===== config.mk =====
export PLATFORM = sky130hd
export DESIGN_NAME = sfr_rx
export DESIGN_NICKNAME = d
export VERILOG_FILES = /design/src/rtl/sfr_pkg.sv /design/src/rtl/sfr_sync.sv /design/src/rtl/sfr_shift.sv /design/src/rtl/sfr_crc8.sv /design/src/rtl/sfr_rx.sv
export SDC_FILE = /design/constraint.sdc
export NUM_CORES = 1
export LEC_CHECK = 0
export ABC_CLOCK_PERIOD_IN_PS = 9600
export BUFFER_PORTS_ARGS = -buffer_cell sky130_fd_sc_hd__buf_2
export CORE_MARGIN = 2
export CORE_UTILIZATION = 44
export DETAILED_ROUTE_END_ITERATION = 8
export SYNTH_ARGS = -nofsm -noshare
export SYNTH_HDL_FRONTEND = slang
export SYNTH_HIERARCHICAL = 1
export SYNTH_SLANG_ARGS = --single-unit

===== constraint.sdc =====
create_clock -name clk -period 9.6 [get_ports clk]
set_input_delay 2.4 -clock clk [delete_from_list [all_inputs] [get_ports clk]]
set_output_delay 2.4 -clock clk [all_outputs]
set_load 0.02 [all_outputs]

===== src/rtl/sfr_pkg.sv =====
package sfr_pkg;
    localparam int DATA_W  = 16;
    localparam int CRC_W   = 8;
    localparam int FRAME_W = DATA_W + CRC_W;
    localparam int CNT_W   = $clog2(FRAME_W + 8);
endpackage


===== src/rtl/sfr_sync.sv =====
module sfr_sync #(
    parameter int       STAGES  = 2,
    parameter int       W       = 1,
    parameter logic     RST_VAL = 1'b0
) (
    input  logic         clk,
    input  logic         rst_n,
    input  logic [W-1:0] d_i,
    output logic [W-1:0] q_o
);
    logic [W-1:0] stage_q [STAGES];
    logic [W-1:0] stage_d [STAGES];

    generate
        for (genvar s = 0; s < STAGES; s++) begin : g_stage
            if (s == 0) begin : g_first
                always_comb stage_d[s] = d_i;
            end else begin : g_next
                always_comb stage_d[s] = stage_q[s-1];
            end
            always_ff @(posedge clk or negedge rst_n) begin
                if (!rst_n) stage_q[s] <= {W{RST_VAL}};
                else        stage_q[s] <= stage_d[s];
            end
        end
    endgenerate

    assign q_o = stage_q[STAGES-1];
endmodule


===== src/rtl/sfr_shift.sv =====
module sfr_shift #(
    parameter int FRAME_W = 24,
    parameter int CNT_W   = 5
) (
    input  logic               clk,
    input  logic               rst_n,
    input  logic               restart_i,
    input  logic               take_i,
    input  logic               bit_i,
    output logic [FRAME_W-1:0] shreg_o,
    output logic [CNT_W-1:0]   cnt_o
);
    localparam logic [CNT_W-1:0] CNT_MAX = {CNT_W{1'b1}};

    typedef struct packed {
        logic [FRAME_W-1:0] shreg;
        logic [CNT_W-1:0]   cnt;
    } shift_t;

    shift_t sh_d, sh_q;

    always_comb begin
        sh_d = sh_q;
        if (restart_i) begin
            sh_d.shreg = '0;
            sh_d.cnt   = '0;
        end else if (take_i) begin
            sh_d.shreg = {sh_q.shreg[FRAME_W-2:0], bit_i};
            if (sh_q.cnt != CNT_MAX) sh_d.cnt = sh_q.cnt + 1'b1;
        end
    end

    always_ff @(posedge clk or negedge rst_n) begin
        if (!rst_n) sh_q <= '0;
        else        sh_q <= sh_d;
    end

    assign shreg_o = sh_q.shreg;
    assign cnt_o   = sh_q.cnt;

    p_count_clear_r10: assert property (@(posedge clk) disable iff (!rst_n)
        restart_i |=> (cnt_o == '0));
    p_count_step_r10: assert property (@(posedge clk) disable iff (!rst_n)
        (take_i && !restart_i && cnt_o != CNT_MAX) |=> (cnt_o == $past(cnt_o) + 1'b1));
    p_count_idle_r10: assert property (@(posedge clk) disable iff (!rst_n)
        (!take_i && !restart_i) |=> $stable(cnt_o));
endmodule


===== src/rtl/sfr_crc8.sv =====
module sfr_crc8 #(
    parameter int               DATA_W = 16,
    parameter int               CRC_W  = 8,
    parameter logic [CRC_W-1:0] POLY   = 8'h07,
    parameter logic [CRC_W-1:0] INIT   = 8'h00
) (
    input  logic [DATA_W-1:0] data_i,
    input  logic [CRC_W-1:0]  fcs_i,
    output logic [CRC_W-1:0]  crc_o,
    output logic              match_o
);
    logic [CRC_W-1:0] acc [DATA_W+1];

    assign acc[0] = INIT;

    generate
        for (genvar i = 0; i < DATA_W; i++) begin : g_bit
            logic fb;
            assign fb = acc[i][CRC_W-1] ^ data_i[DATA_W-1-i];
            assign acc[i+1] = {acc[i][CRC_W-2:0], 1'b0} ^ (fb ? POLY : '0);
        end
    endgenerate

    assign crc_o   = acc[DATA_W];
    assign match_o = (crc_o == fcs_i);
endmodule


===== src/rtl/sfr_rx.sv =====
module sfr_rx
    import sfr_pkg::*;
#(
    parameter int          SYNC_STAGES = 2,
    parameter logic [7:0]  CRC_POLY    = 8'h07,
    parameter logic [7:0]  CRC_INIT    = 8'h00
) (
    input  logic              clk,
    input  logic              rst_n,
    input  logic              sclk_i,
    input  logic              sync_n_i,
    input  logic              sdin_i,
    input  logic              stat_rd_i,
    output logic              wr_en_o,
    output logic [DATA_W-1:0] wr_data_o,
    output logic              fault_n_o,
    output logic              crc_err_o
);
    localparam logic [CNT_W-1:0] LEN_PLAIN = CNT_W'(DATA_W);
    localparam logic [CNT_W-1:0] LEN_CHECK = CNT_W'(FRAME_W);

    typedef struct packed {
        logic              sclk_prev;
        logic              sync_prev;
        logic              wr_en;
        logic [DATA_W-1:0] wr_data;
        logic              err;
    } rx_t;

    rx_t rx_d, rx_q;

    logic               sclk_s, sync_s, sdin_s;
    logic               sclk_fall, sync_fall, sync_rise, take;
    logic [FRAME_W-1:0] shreg;
    logic [CNT_W-1:0]   cnt;
    logic [CRC_W-1:0]   crc_calc;
    logic               crc_match;
    logic               len_plain, len_check, crc_bad, wr_ok;

    sfr_sync #(.STAGES(SYNC_STAGES), .W(2), .RST_VAL(1'b1)) u_sync_ctl (
        .clk   (clk),
        .rst_n (rst_n),
        .d_i   ({sclk_i, sync_n_i}),
        .q_o   ({sclk_s, sync_s})
    );

    sfr_sync #(.STAGES(SYNC_STAGES), .W(1), .RST_VAL(1'b0)) u_sync_dat (
        .clk   (clk),
        .rst_n (rst_n),
        .d_i   (sdin_i),
        .q_o   (sdin_s)
    );

    assign sclk_fall = rx_q.sclk_prev & ~sclk_s;
    assign sync_fall = rx_q.sync_prev & ~sync_s;
    assign sync_rise = ~rx_q.sync_prev & sync_s;
    assign take      = sclk_fall & ~sync_s;

    sfr_shift #(.FRAME_W(FRAME_W), .CNT_W(CNT_W)) u_shift (
        .clk       (clk),
        .rst_n     (rst_n),
        .restart_i (sync_fall),
        .take_i    (take),
        .bit_i     (sdin_s),
        .shreg_o   (shreg),
        .cnt_o     (cnt)
    );

    sfr_crc8 #(.DATA_W(DATA_W), .CRC_W(CRC_W), .POLY(CRC_POLY), .INIT(CRC_INIT)) u_crc (
        .data_i  (shreg[FRAME_W-1:CRC_W]),
        .fcs_i   (shreg[CRC_W-1:0]),
        .crc_o   (crc_calc),
        .match_o (crc_match)
    );

    assign len_plain = (cnt == LEN_PLAIN);
    assign len_check = (cnt == LEN_CHECK);
    assign crc_bad   = sync_rise & len_check & ~crc_match;
    assign wr_ok     = sync_rise & (len_plain | (len_check & crc_match));

    always_comb begin
        rx_d           = rx_q;
        rx_d.sclk_prev = sclk_s;
        rx_d.sync_prev = sync_s;
        rx_d.wr_en     = wr_ok;
        if (wr_ok) begin
            rx_d.wr_data = len_check ? shreg[FRAME_W-1:CRC_W] : shreg[DATA_W-1:0];
        end
        if (crc_bad)        rx_d.err = 1'b1;
        else if (stat_rd_i) rx_d.err = 1'b0;
    end

    always_ff @(posedge clk or negedge rst_n) begin
        if (!rst_n) begin
            rx_q           <= '0;
            rx_q.sclk_prev <= 1'b1;
            rx_q.sync_prev <= 1'b1;
        end else begin
            rx_q <= rx_d;
        end
    end

    assign wr_en_o   = rx_q.wr_en;
    assign wr_data_o = rx_q.wr_data;
    assign crc_err_o = rx_q.err;
    assign fault_n_o = ~rx_q.err;

    p_strobe_single_r9: assert property (@(posedge clk) disable iff (!rst_n)
        wr_en_o |=> !wr_en_o);
    p_bad_sets_flag_r4: assert property (@(posedge clk) disable iff (!rst_n)
        (sync_rise && len_check && !crc_match) |=> (crc_err_o && !fault_n_o));
    p_bad_no_write_r4: assert property (@(posedge clk) disable iff (!rst_n)
        (sync_rise && len_check && !crc_match) |=> !wr_en_o);
    p_read_clears_r5: assert property (@(posedge clk) disable iff (!rst_n)
        (stat_rd_i && !(sync_rise && len_check && !crc_match)) |=> (!crc_err_o && fault_n_o));
    p_odd_len_ignored_r6: assert property (@(posedge clk) disable iff (!rst_n)
        (sync_rise && !len_plain && !len_check && !stat_rd_i) |=> (!wr_en_o && $stable(crc_err_o)));
    p_flag_sticky_r7: assert property (@(posedge clk) disable iff (!rst_n)
        (crc_err_o && !stat_rd_i) |=> crc_err_o);
    p_write_needs_edge_r10: assert property (@(posedge clk) disable iff (!rst_n)
        !sync_rise |=> !wr_en_o);
endmodule


==> metrics list <==
- Leaving out fill and tap cells, the most frequent cells in the layout are 49 x sky130_fd_sc_hd__dfrtp_1, 26 x sky130_fd_sc_hd__nor2_1, 24 x sky130_fd_sc_hd__buf_2, 24 x sky130_fd_sc_hd__mux2i_1, 19 x sky130_fd_sc_hd__nand2_1.
- Root Buffer: sky130_fd_sc_hd__clkbuf_8
* Ratio of final minimum period to clock period: roughly 41%
* Switching part of the total power: 23.8%
- Num CTS Buffers: 5
- Die Span X: 87.9 um
- For this design the ratio of total power to cell area is 130 nW/um2.
- The slowest stage of the critical path belongs to the cell sky130_fd_sc_hd__a211oi_2.
- The setup path with the least slack is of type reg2reg.
- The flow ran to the end, and the final reports show no timing, DRC or antenna violations.
* Detailed-placement wirelength estimate: about 4.1 mm
- TritonCTS built the clock tree.
- Number of hold violations in the final report: 0
- Clk sinks: 55
* Maximum level of the CTS H-tree: 2
- Crit path capture type: flop
- The initial antenna violation count came to 0.
- The first TritonRoute pass finished after 4 iterations.
- Compared with the post-synthesis result, the final layout area differs by 5.09%.
- Once the clock tree was built, the setup fixing pass inserted 0 buffers.
- The via count of the first global-routing pass was 1967.
- Via count: roughly 2000
- Grouping stages by cell kind, the critical path spends the most delay in compound AO/OA/AOI/OAI gates.
- Measured slew at the worst slew-check pin: 1060 ps
- For this run, global-route usage on met2 was measured as 26.9%.
- Boundary pin count: 25
- Fmax: 256 MHz
* Bufs on Longest Clock Path: 2
* Worst EP arrival: 4150 ps
- The tool flagged a number of max-cap violations equal to 0.
- GRT Max-Usage Layer: met1
- Pin count of the biggest net entering global routing: 56
- Global routing used between 10% and 20% of the available tracks across all layers.
- In this run the worst path has a maximum fanout of 19.
* GR Overflow Total: 0
* Final Setup Violations: 0
* Largest stage delay on the critical path: 800 ps
- Traced cell by cell, the critical path runs through xnor3_2, xor3_1, xor2_1, or3_1, a211oi_2, inv_1, o41ai_1, a221o_1.
- Hold/Removal Path Class: reg2reg
* Drc violations: 0
- Leak Pwr: 0.00145 uW
* Reg power frac: between 50% and 60%
* Die Footprint: 7730 um2
* Fin nets: 280
- The number of placed instances, taps included, is 361.
- Setup repair after global routing left no endpoint under its margin.
* Max IR drop VDD: 0.0719 mV
- Number of instances in the synthesized netlist: about 270
- CTS Hold Bufs: 0
- 0 antenna diodes ended up in the layout.
* Max-slew headroom at the worst pin: 28.9%
- The detail route stage leaves a number of antenna-violating nets equal to 0.
* Final critical path time including I/O delays and setup: 3910 ps
- In the final layout, the share of cells above drive strength 1 is 18.3%.
- Clock-pin slew was measured on the worst setup and hold paths at around 100 ps.
- The average instance in the mapped netlist occupies 11.4 um2.
- Part of the power in the clock network: 36.2%
* Total core area: between 6000 and 7000 um2
- For this configuration, the core starts out at a cell density of 45.6%.
* Filler cell count: 641
- Met1 routing resource usage after global routing: 27.1%
- Y dimension of the die: roughly 88 um
- Number of warnings issued by yosys: 6
* Kind of start point of the critical path: flop
* Max Clock Skew: between 9 and 10 ps
- In the final timing run, aggregate negative setup slack is 0 ps.
* Number of nets produced by synthesis: 280
- Worst Path Buf+Inv: 1
* Via-per-instance ratio: 5.47
- Non-Filler Instances: 369
- Clk_lat worst skew: 310 ps
* Post-cts repair resize count: 0
* Average detailed-routed wire length per instance: 17.1 um
* Total wire length after detailed routing: 6.31 mm
* Combinational group share of total power: under 10%
- The first global-routing pass estimated ~11 mm of wire.
- For this design the total switching power over the nets is 101 uW.
- At the end of routability-driven placement, the weighted congestion stood at 0.804.
- Buffers placed on the I/O ports in this run total 24.
- Row generation in the floorplan step produced 30 rows.
- Leaving out fill and tap cells, the most frequent cell in the layout is sky130_fd_sc_hd__dfrtp_1.
- Initial drt markers: between 90 and 100
- In this run the cell area of the synthesized design comes to 3100 um2.
- Cells fill about 48% of the core in the end.
- Int Pwr: 324 uW
* Met3 layer usage reported by global route: 3.11%
- Data on the critical path is required at its endpoint by 9840 ps.
- The max-slew violation total from the final report is 0.
[state kept, by name, summed over array words and instances (netlist names)]
name	flops
u_shift/shreg_o	24
wr_data_o	16
u_shift/cnt_o	5
rx_q	2
u_sync_ctl/q_o	2
u_sync_ctl/stage_d	2
crc_err_o	1
u_sync_dat/q_o	1
u_sync_dat/stage_d	1
wr_en_o	1
[routing by layer]
layer | part of all wire, % | vias to the layer above
li1 | - | 966
met1 | 49 | 1000
met2 | 46 | 49
met3 | 4.5 | 5
met4 | 0.60 | 0
met5 | 0 | -
[final cells by class]
cell class,count,area [um2],area share [%]
clock buffers,5,68.8,2.11
multi-input cells,179,1480,45.4
well taps,96,120,3.69
repair buffers,28,150,4.61
inverters,3,11.3,0.346
flip-flops and latches,55,1380,42.5
clock inverters,3,43.8,1.35
[power groups by stage]
stage          Combinational (uW)  Clock (uW)  Sequential [uW]
3_3_place_gp                 31.3           0              244
5_1_grt                      35.5         171              240
2_1_floorplan                23.6           0              243
6_report                     31.4         154              239
4_1_cts                      31.7         161              239
3_5_place_dp                 31.6           0              244
[worst paths after layout]
check                                                start                               to  slack (ps)  cells after the start
max                        u_shift/shreg_o[17]$_DFFE_PN0P_         wr_data_o[4]$_DFFE_PN0P_        5690                      8
min                        u_sync_dat/stage_d[0]$_DFF_PN0_         u_sync_dat/q_o$_DFF_PN0_         360                      0
min reg2reg                u_sync_dat/stage_d[0]$_DFF_PN0_         u_sync_dat/q_o$_DFF_PN0_         360                      0
max in group asynchronous                            rst_n         wr_data_o[5]$_DFFE_PN0P_        6920                      2
max reg2reg                u_shift/shreg_o[17]$_DFFE_PN0P_         wr_data_o[4]$_DFFE_PN0P_        5690                      8
min in group asynchronous                            rst_n  u_sync_dat/stage_d[0]$_DFF_PN0_        2200                      2
[per-stage QoR]
step	hold slack [ps]	setup WS (ps)	area, um2	power [uW]
detailed placement	337	5750	3140	275
floorplan	331	6530	3100	266
finish	357	5690	3260	424
global placement	334	5750	3140	275
CTS	361	5710	3260	432
global route	370	5340	3260	446
[worst register-to-register path, stage by stage, from the launching register on]
cell,delay (ps)
sky130_fd_sc_hd__dfrtp_1,470
sky130_fd_sc_hd__xnor3_2,510
sky130_fd_sc_hd__xor3_1,380
sky130_fd_sc_hd__xor2_1,160
sky130_fd_sc_hd__or3_1,370
sky130_fd_sc_hd__a211oi_2,800
sky130_fd_sc_hd__inv_1,500
sky130_fd_sc_hd__o41ai_1,490
sky130_fd_sc_hd__a221o_1,170
No activity file was read; power rests on OpenSTA's default activity.
